===== src/rtl/i2c_mem_pkg.sv =====
package i2c_mem_pkg;

    localparam int BYTE_W = 8;
    localparam int ADDR_W = BYTE_W + 1;
    localparam int CNT_W  = $clog2(BYTE_W + 1);

    typedef enum logic [3:0] {
        S_IDLE,
        S_DEV,
        S_ACK_DEV,
        S_WORD,
        S_ACK_WORD,
        S_WDATA,
        S_ACK_DATA,
        S_RDATA,
        S_RACK
    } fsm_t;

    // bus events seen after resynchronisation
    typedef struct packed {
        logic scl;
        logic sda;
        logic scl_rise;
        logic scl_fall;
        logic start;
        logic stop;
    } bus_ev_t;

    function automatic logic [ADDR_W-1:0] inc_addr(input logic [ADDR_W-1:0] a);
        return a + ADDR_W'(1);
    endfunction

endpackage


===== src/rtl/i2c_mem_sync.sv =====
module i2c_mem_sync #(
    parameter int STAGES = 2
) (
    input  logic clk,
    input  logic rst,
    input  logic d,
    output logic q
);
    logic [STAGES-1:0] r;

    always_ff @(posedge clk) begin
        if (rst) r <= '1;
        else     r <= {r[STAGES-2:0], d};
    end

    assign q = r[STAGES-1];
endmodule


===== src/rtl/i2c_mem_lines.sv =====
module i2c_mem_lines
    import i2c_mem_pkg::*;
#(
    parameter int SYNC_STAGES = 2
) (
    input  logic    clk,
    input  logic    rst,
    input  logic    scl_raw,
    input  logic    sda_raw,
    output bus_ev_t ev
);
    logic [1:0] raw;
    logic [1:0] lvl;
    logic [1:0] prev;

    assign raw = {scl_raw, sda_raw};

    for (genvar i = 0; i < 2; i++) begin : g_line
        i2c_mem_sync #(.STAGES(SYNC_STAGES)) u_sync (
            .clk (clk),
            .rst (rst),
            .d   (raw[i]),
            .q   (lvl[i])
        );
    end

    always_ff @(posedge clk) begin
        if (rst) prev <= '1;
        else     prev <= lvl;
    end

    always_comb begin
        ev.scl      = lvl[1];
        ev.sda      = lvl[0];
        ev.scl_rise = lvl[1] & ~prev[1];
        ev.scl_fall = ~lvl[1] & prev[1];
        ev.start    = lvl[1] & prev[1] & prev[0] & ~lvl[0];
        ev.stop     = lvl[1] & prev[1] & ~prev[0] & lvl[0];
    end
endmodule


===== src/rtl/i2c_mem_array.sv =====
module i2c_mem_array #(
    parameter int AW = 9,
    parameter int DW = 8
) (
    input  logic          clk,
    input  logic          we,
    input  logic [AW-1:0] addr,
    input  logic [DW-1:0] wdata,
    output logic [DW-1:0] rdata
);
    localparam int DEPTH = 1 << AW;

    logic [DW-1:0] mem [DEPTH];

    always_ff @(posedge clk) begin
        if (we) mem[addr] <= wdata;
    end

    assign rdata = mem[addr];
endmodule


===== src/rtl/i2c_mem_proto.sv =====
module i2c_mem_proto
    import i2c_mem_pkg::*;
#(
    parameter logic [3:0] DEV_ID = 4'b1010
) (
    input  logic              clk,
    input  logic              rst,
    input  bus_ev_t           ev,
    input  logic [1:0]        strap,
    input  logic [BYTE_W-1:0] rd_byte,
    output logic [ADDR_W-1:0] addr,
    output logic              wr_en,
    output logic [BYTE_W-1:0] wr_byte,
    output logic              sda_oe
);
    fsm_t              st;
    logic [BYTE_W-1:0] sh;
    logic [BYTE_W-1:0] tx;
    logic [CNT_W-1:0]  cnt;
    logic              rw_q;
    logic              mack;
    logic              id_hit;
    logic [BYTE_W-1:0] sh_next;

    localparam logic [CNT_W-1:0] FULL = CNT_W'(BYTE_W);
    localparam logic [CNT_W-1:0] LAST = CNT_W'(BYTE_W - 1);

    assign sh_next = {sh[BYTE_W-2:0], ev.sda};
    assign id_hit  = (sh[7:4] == DEV_ID) && (sh[3:2] == strap);
    assign wr_en   = (st == S_WDATA) && ev.scl_rise && (cnt == LAST);
    assign wr_byte = sh_next;

    always_ff @(posedge clk) begin
        if (rst) begin
            st     <= S_IDLE;
            sh     <= '0;
            tx     <= '0;
            cnt    <= '0;
            rw_q   <= 1'b0;
            mack   <= 1'b0;
            addr   <= '0;
            sda_oe <= 1'b0;
        end else if (ev.stop) begin
            st     <= S_IDLE;
            sda_oe <= 1'b0;
        end else if (ev.start) begin
            st     <= S_DEV;
            cnt    <= '0;
            sda_oe <= 1'b0;
        end else begin
            case (st)
                S_DEV, S_WORD, S_WDATA: begin
                    if (ev.scl_rise && cnt != FULL) begin
                        sh  <= sh_next;
                        cnt <= cnt + 1'b1;
                        if (wr_en) addr <= inc_addr(addr);
                    end else if (ev.scl_fall && cnt == FULL) begin
                        cnt <= '0;
                        if (st == S_DEV) begin
                            if (id_hit) begin
                                st           <= S_ACK_DEV;
                                sda_oe       <= 1'b1;
                                rw_q         <= sh[0];
                                addr[BYTE_W] <= sh[1];
                            end else begin
                                st <= S_IDLE;
                            end
                        end else if (st == S_WORD) begin
                            st                 <= S_ACK_WORD;
                            sda_oe             <= 1'b1;
                            addr[BYTE_W-1:0]   <= sh;
                        end else begin
                            st     <= S_ACK_DATA;
                            sda_oe <= 1'b1;
                        end
                    end
                end
                S_ACK_DEV: begin
                    if (ev.scl_fall) begin
                        if (rw_q) begin
                            st     <= S_RDATA;
                            tx     <= rd_byte;
                            sda_oe <= ~rd_byte[BYTE_W-1];
                        end else begin
                            st     <= S_WORD;
                            sda_oe <= 1'b0;
                        end
                    end
                end
                S_ACK_WORD, S_ACK_DATA: begin
                    if (ev.scl_fall) begin
                        st     <= S_WDATA;
                        sda_oe <= 1'b0;
                    end
                end
                S_RDATA: begin
                    if (ev.scl_rise && cnt != FULL) begin
                        cnt <= cnt + 1'b1;
                    end else if (ev.scl_fall) begin
                        if (cnt == FULL) begin
                            st     <= S_RACK;
                            cnt    <= '0;
                            sda_oe <= 1'b0;
                            addr   <= inc_addr(addr);
                        end else if (cnt != '0) begin
                            tx     <= {tx[BYTE_W-2:0], 1'b0};
                            sda_oe <= ~tx[BYTE_W-2];
                        end
                    end
                end
                S_RACK: begin
                    if (ev.scl_rise) begin
                        mack <= ~ev.sda;
                    end else if (ev.scl_fall) begin
                        if (mack) begin
                            st     <= S_RDATA;
                            tx     <= rd_byte;
                            sda_oe <= ~rd_byte[BYTE_W-1];
                        end else begin
                            st <= S_IDLE;
                        end
                    end
                end
                default: ;
            endcase
        end
    end

    AST_DRIVE_SCL_LOW: assert property (@(posedge clk) disable iff (rst)
        $rose(sda_oe) |-> !ev.scl);
    AST_STOP_RELEASE: assert property (@(posedge clk) disable iff (rst)
        ev.stop |=> (!sda_oe && st == S_IDLE));
    AST_START_RELEASE: assert property (@(posedge clk) disable iff (rst)
        ev.start |=> (!sda_oe && st == S_DEV));
    AST_MISMATCH_QUIET: assert property (@(posedge clk) disable iff (rst)
        (st == S_DEV && ev.scl_fall && cnt == FULL && !id_hit) |=> (!sda_oe && st == S_IDLE));
    AST_NACK_RELEASE: assert property (@(posedge clk) disable iff (rst)
        (st == S_RACK && ev.scl_fall && !mack) |=> (!sda_oe && st == S_IDLE));
    AST_WRITE_ONLY_WHEN_W: assert property (@(posedge clk) disable iff (rst)
        wr_en |-> !rw_q);
endmodule


===== src/rtl/i2c_mem_target.sv =====
module i2c_mem_target
    import i2c_mem_pkg::*;
#(
    parameter int         SYNC_STAGES = 2,
    parameter logic [3:0] DEV_ID      = 4'b1010
) (
    input  logic       clk,
    input  logic       rst,
    input  logic       scl_i,
    input  logic       sda_i,
    input  logic [1:0] strap,
    output logic       sda_oe
);
    bus_ev_t           ev;
    logic [ADDR_W-1:0] addr;
    logic              wr_en;
    logic [BYTE_W-1:0] wr_byte;
    logic [BYTE_W-1:0] rd_byte;

    i2c_mem_lines #(.SYNC_STAGES(SYNC_STAGES)) u_lines (
        .clk     (clk),
        .rst     (rst),
        .scl_raw (scl_i),
        .sda_raw (sda_i),
        .ev      (ev)
    );

    i2c_mem_proto #(.DEV_ID(DEV_ID)) u_proto (
        .clk     (clk),
        .rst     (rst),
        .ev      (ev),
        .strap   (strap),
        .rd_byte (rd_byte),
        .addr    (addr),
        .wr_en   (wr_en),
        .wr_byte (wr_byte),
        .sda_oe  (sda_oe)
    );

    i2c_mem_array #(.AW(ADDR_W), .DW(BYTE_W)) u_array (
        .clk   (clk),
        .we    (wr_en),
        .addr  (addr),
        .wdata (wr_byte),
        .rdata (rd_byte)
    );
endmodule


===== config.mk =====
export PLATFORM = sky130hd
export DESIGN_NAME = i2c_mem_target
export DESIGN_NICKNAME = d
export VERILOG_FILES = /design/src/rtl/i2c_mem_pkg.sv /design/src/rtl/i2c_mem_sync.sv /design/src/rtl/i2c_mem_lines.sv /design/src/rtl/i2c_mem_array.sv /design/src/rtl/i2c_mem_proto.sv /design/src/rtl/i2c_mem_target.sv
export SDC_FILE = /design/constraint.sdc
export NUM_CORES = 2
export LEC_CHECK = 0
export BUFFER_PORTS_ARGS = -buffer_cell sky130_fd_sc_hd__buf_2
export CORE_ASPECT_RATIO = 1.1
export CORE_MARGIN = 1
export CORE_UTILIZATION = 55
export CTS_CLUSTER_SIZE = 40
export DETAILED_ROUTE_END_ITERATION = 8
export GPL_ROUTABILITY_DRIVEN = 0
export PLACE_DENSITY = 0.7
export SLEW_MARGIN = 20
export SYNTH_ARGS = -nofsm -noshare
export SYNTH_HDL_FRONTEND = slang
export SYNTH_SLANG_ARGS = --single-unit

===== constraint.sdc =====
create_clock -name clk -period 13.4 [get_ports clk]
set_input_delay 2.68 -clock clk [delete_from_list [all_inputs] [get_ports clk]]
set_output_delay 2.68 -clock clk [all_outputs]
set_load 0.03 [all_outputs]

==> results.md <==
- FP Rows: 207
- Hold-critical path depth: 1
- Post-synthesis sequential area ratio: 0.770
- Leakage power: 54.7 nW
- Die area: 295000 sq um
- Post-CTS setup buffer count: 0
- Fin nets: 7942
- DR vias: 85.4k
- Net Sw Power: 0.00489 W
- Root Buffer: clkbuf_16
- Clock power frac: 0.445
- Core area: 290000 sq um
- Peak fanout along the critical path: 36
- Die extent in y: 569 um
- Avg Synthesized Cell Area: 20.7 sq um
- Syn Inst Count: 7791
- Grt ovf: 0
- Fin crit period: 6.12 ns
- Worst-path clk slew: 0.07 ns
- Longest Clk Path Bufs: 4
- First-pass GRT wire length: 665000 um
- Worst hold path type: reg -> reg
- DRC violations left: 43
- Most used cell, CP: buf_4
- CP max stage cell: a311oi_1
- Fmax: 163 MHz
- Kind of critical path: reg -> reg
- Outcome: finished, violations left
- CTS buffer count: 397
- Vias in the first global route: 83.2k
- Largest net degree at the start of global routing: 234
- Worst slew pin tran: 1.38 ns
- Antenna viol nets, final: 0
- Worst-path cell chain: buf_4 > buf_4 > buf_4 > mux4_2 > a22oi_1 > nand4_1 > a311oi_1 > o21ai_0 > nor4_1 > o41ai_1
- Failing checks: DRC
- P&R area growth vs syn: 11.0%
- Die W: 518 um
- TNS Setup: 0 ns
- Initial antenna violation count: 32
- Net Count, Synth: 7803
- Routed WL: 483000 um
- CTS tree: built
- Worst setup SP type: flip-flop
- # hold bufs at CTS: 0
- CP endpoint kind: flip-flop
- Pre-CTS WS: 7.48 ns
- R2r worst-path depth: 10
- Share of post-route cells with drive strength above 1: 0.220
- TritonRoute pass-1 iters: 9
- Asr flop ratio synth: 0
- Slew Viols, Final: 0
- Internal Power: 0.0204 W
- Post-Syn Area: 161000 sq um
- Final WS setup: 7.28 ns
- Sw frac: 0.193
- Worst-skew pair later-pin latency: 0.93 ns
- Total global-route track usage: 0.327
- #FFs+latches synth: 4137
- Max-Cap Viols: 0
- Ys flop type: edfxtp_1
- Worst rel slew slack: 0.0780
- # IOs: 7
- CP peak stage delay: 1.23 ns
- Worst IR Drop VDD: 0.106 mV
- H-Tree Level Count: 5
- DP HPWL: 301000 um
- Final hold violation count: 0
- Critical path depth: 10
- DRT iter0 DRCs: 14.7k
- Crit-path leading delay family: buffers and inverters
- Final instance area: 179000 sq um
- Post-synth EDFFs: 4096
- CTS sink cnt: 4137
- Tcrit/Tclk final: 0.457
- # setup viols final: 0
- Ys Warns: 0
- Wirelength per Cell: 39.8 um
- Worst path bufs/invs: 3
- Post-DP Area: 166000 sq um
- Vias per cell: 7.03
- Post-CTS sizing: 0
- Worst path required time: 14.20 ns
- Logic pwr share: 0.001
- Count of cell types in the netlist: 80
- Sequential share of power: 0.554
- Number of I/O port buffers: 6
- Clock Skew: 0.0554 ns
- Cell Pwr Density: 142 nW/um^2
- Tot Pwr: 0.0253 W
- WP data arrival: 6.92 ns
- Starting Density: 0.555
- RSZ-0062 raised after global routing: no
## sequential cells by signal, summed over array words and instances (netlist names)
signal and cells:
u_lines.g_line.u_sync.r 4, u_proto.tx 7, u_lines.prev 2, u_array.mem 4096, u_proto.sda_oe 1, u_proto.sh 8, u_proto.addr 9, u_proto.rw_q 1
u_proto.cnt 4, u_proto.st 4, u_proto.mack 1
## metal layers
layer | routed length, um | GRT usage | vias to the layer above
met5 | 378 | 0.00505 | -
met4 | 40600 | 0.228 | 24
met3 | 61200 | 0.100 | 1511
met2 | 219000 | 0.486 | 6816
met1 | 162000 | 0.413 | 44300
li1 | - | - | 32700
## layout by cell type (no fill, tap or decap), types with 10 or more instances in the layout
master      count
bufinv_16      46
nor3_1         37
dfxtp_1        28
buf_4         191
o21ai_0        63
a31oi_1        55
a211oi_1       29
a221oi_1       42
edfxtp_1     4096
clkinvlp_4     14
or2_2          11
clkbuf_1       88
mux4_2        926
nand3_1        65
diode_2        17
o211ai_1       14
nor2b_1        18
o2111ai_1      10
nand2b_1       12
dfxtp_4        12
mux2_2         18
clkinv_1       85
clkinv_2       58
a32oi_1        13
mux2i_1       358
nor2_2         13
nand4_1        33
nor2_1        623
nand2_1       200
a21oi_1       105
clkbuf_16     401
a22o_1         25
a22oi_1       160
buf_12         15
and3_1         13
o22ai_1        78
nor4_1         26
## through the flow
stage	util	instances	hold WS [ns]
floorplan	-	7791	0.389
global placement	0.571	11400	0.408
detailed placement	0.571	11400	0.418
CTS	0.615	12100	0.432
global route	0.615	12100	0.453
finish	0.616	12100	0.433
## worst reg2reg max path: cells and delay by family, from the launching register on
family          cells  cell delay, ns
compound gates      4            1.80
buf+inv             3            2.14
flops               1            0.72
mux                 1            0.75
simple gates        2            0.59
## layout make-up
| class | count | area [sq um] |
|---|---|---|
| Multi-Input combinational cell | 3160 | 35000 |
| Antenna cell | 17 | 42.5 |
| Clock buffer | 489 | 10400 |
| Fill cell | 19600 | 112000 |
| Sequential cell | 4137 | 124000 |
| Timing Repair Buffer | 221 | 1890 |
| Tap cell | 3866 | 4840 |
| Inverter | 13 | 63.8 |
| Clock inverter | 232 | 2500 |
## synth_stat cells (11+ instances only)
cell | instances | area share
clkbuf_1 | 215 | 0.0050
a22o_1 | 25 | 0.0014
a32oi_1 | 13 | 0.00071
mux4_2 | 926 | 0.13
o211ai_1 | 14 | 0.00065
nor2b_1 | 26 | 0.0010
buf_2 | 178 | 0.0055
a21oi_1 | 105 | 0.0033
o21ai_0 | 67 | 0.0021
nor2_1 | 640 | 0.015
nand4_1 | 33 | 0.0013
nand2_1 | 217 | 0.0051
a211oi_1 | 29 | 0.0014
dfxtp_1 | 41 | 0.0051
nor3_1 | 42 | 0.0013
nor4_1 | 26 | 0.0010
inv_1 | 11 | 0.00026
nand2b_1 | 13 | 0.00051
mux2_2 | 18 | 0.0013
and3_1 | 13 | 0.00051
a22oi_1 | 160 | 0.0075
a221oi_1 | 42 | 0.0023
mux2i_1 | 363 | 0.023
buf_4 | 55 | 0.0026
or2_2 | 11 | 0.00043
o22ai_1 | 79 | 0.0031
a31oi_1 | 56 | 0.0022
edfxtp_1 | 4096 | 0.76
buf_1 | 22 | 0.00051
nand3_1 | 65 | 0.0020
## power groups by stage
stage,Clock [W],Combinational (W),Sequential [W]
floorplan,0,0.00000766,0.0143
global placement,0,0.0000304,0.0143
detailed placement,0,0.0000320,0.0143
CTS,0.0113,0.0000320,0.0140
global route,0.0118,0.0000355,0.0140
finish,0.0113,0.0000339,0.0140
## kinds of logic (layout without fill, tap and decap cells)
kind of cell,count (synthesis),after routing,synth area share
XOR/XNOR,3,3,0.000163
other,0,17,0
flip-flops,4137,4137,0.770
buffers and inverters,494,955,0.0147
AND/OR/NAND/NOR,1159,1159,0.0317
multiplexers,1308,1308,0.154
adder cells (fa/ha/maj),6,6,0.000467
AO/OA/AOI/OAI,684,684,0.0297
## worst paths after layout
| kind | start | end | slack [ns] |
|---|---|---|---|
| max | u_proto.addr[0]$_SDFFE_PP0P_ | u_proto.tx[2]$_SDFFE_PP0P_ | 7.28 |
| min | u_lines.g_line[0].u_sync.r[0]$_SDFF_PP1_ | u_lines.g_line[0].u_sync.r[1]$_SDFF_PP1_ | 0.43 |
| max reg2reg | u_proto.addr[0]$_SDFFE_PP0P_ | u_proto.tx[2]$_SDFFE_PP0P_ | 7.28 |
| min reg2reg | u_lines.g_line[0].u_sync.r[0]$_SDFF_PP1_ | u_lines.g_line[0].u_sync.r[1]$_SDFF_PP1_ | 0.43 |
Note: power is estimated with default switching activity, not from simulation.
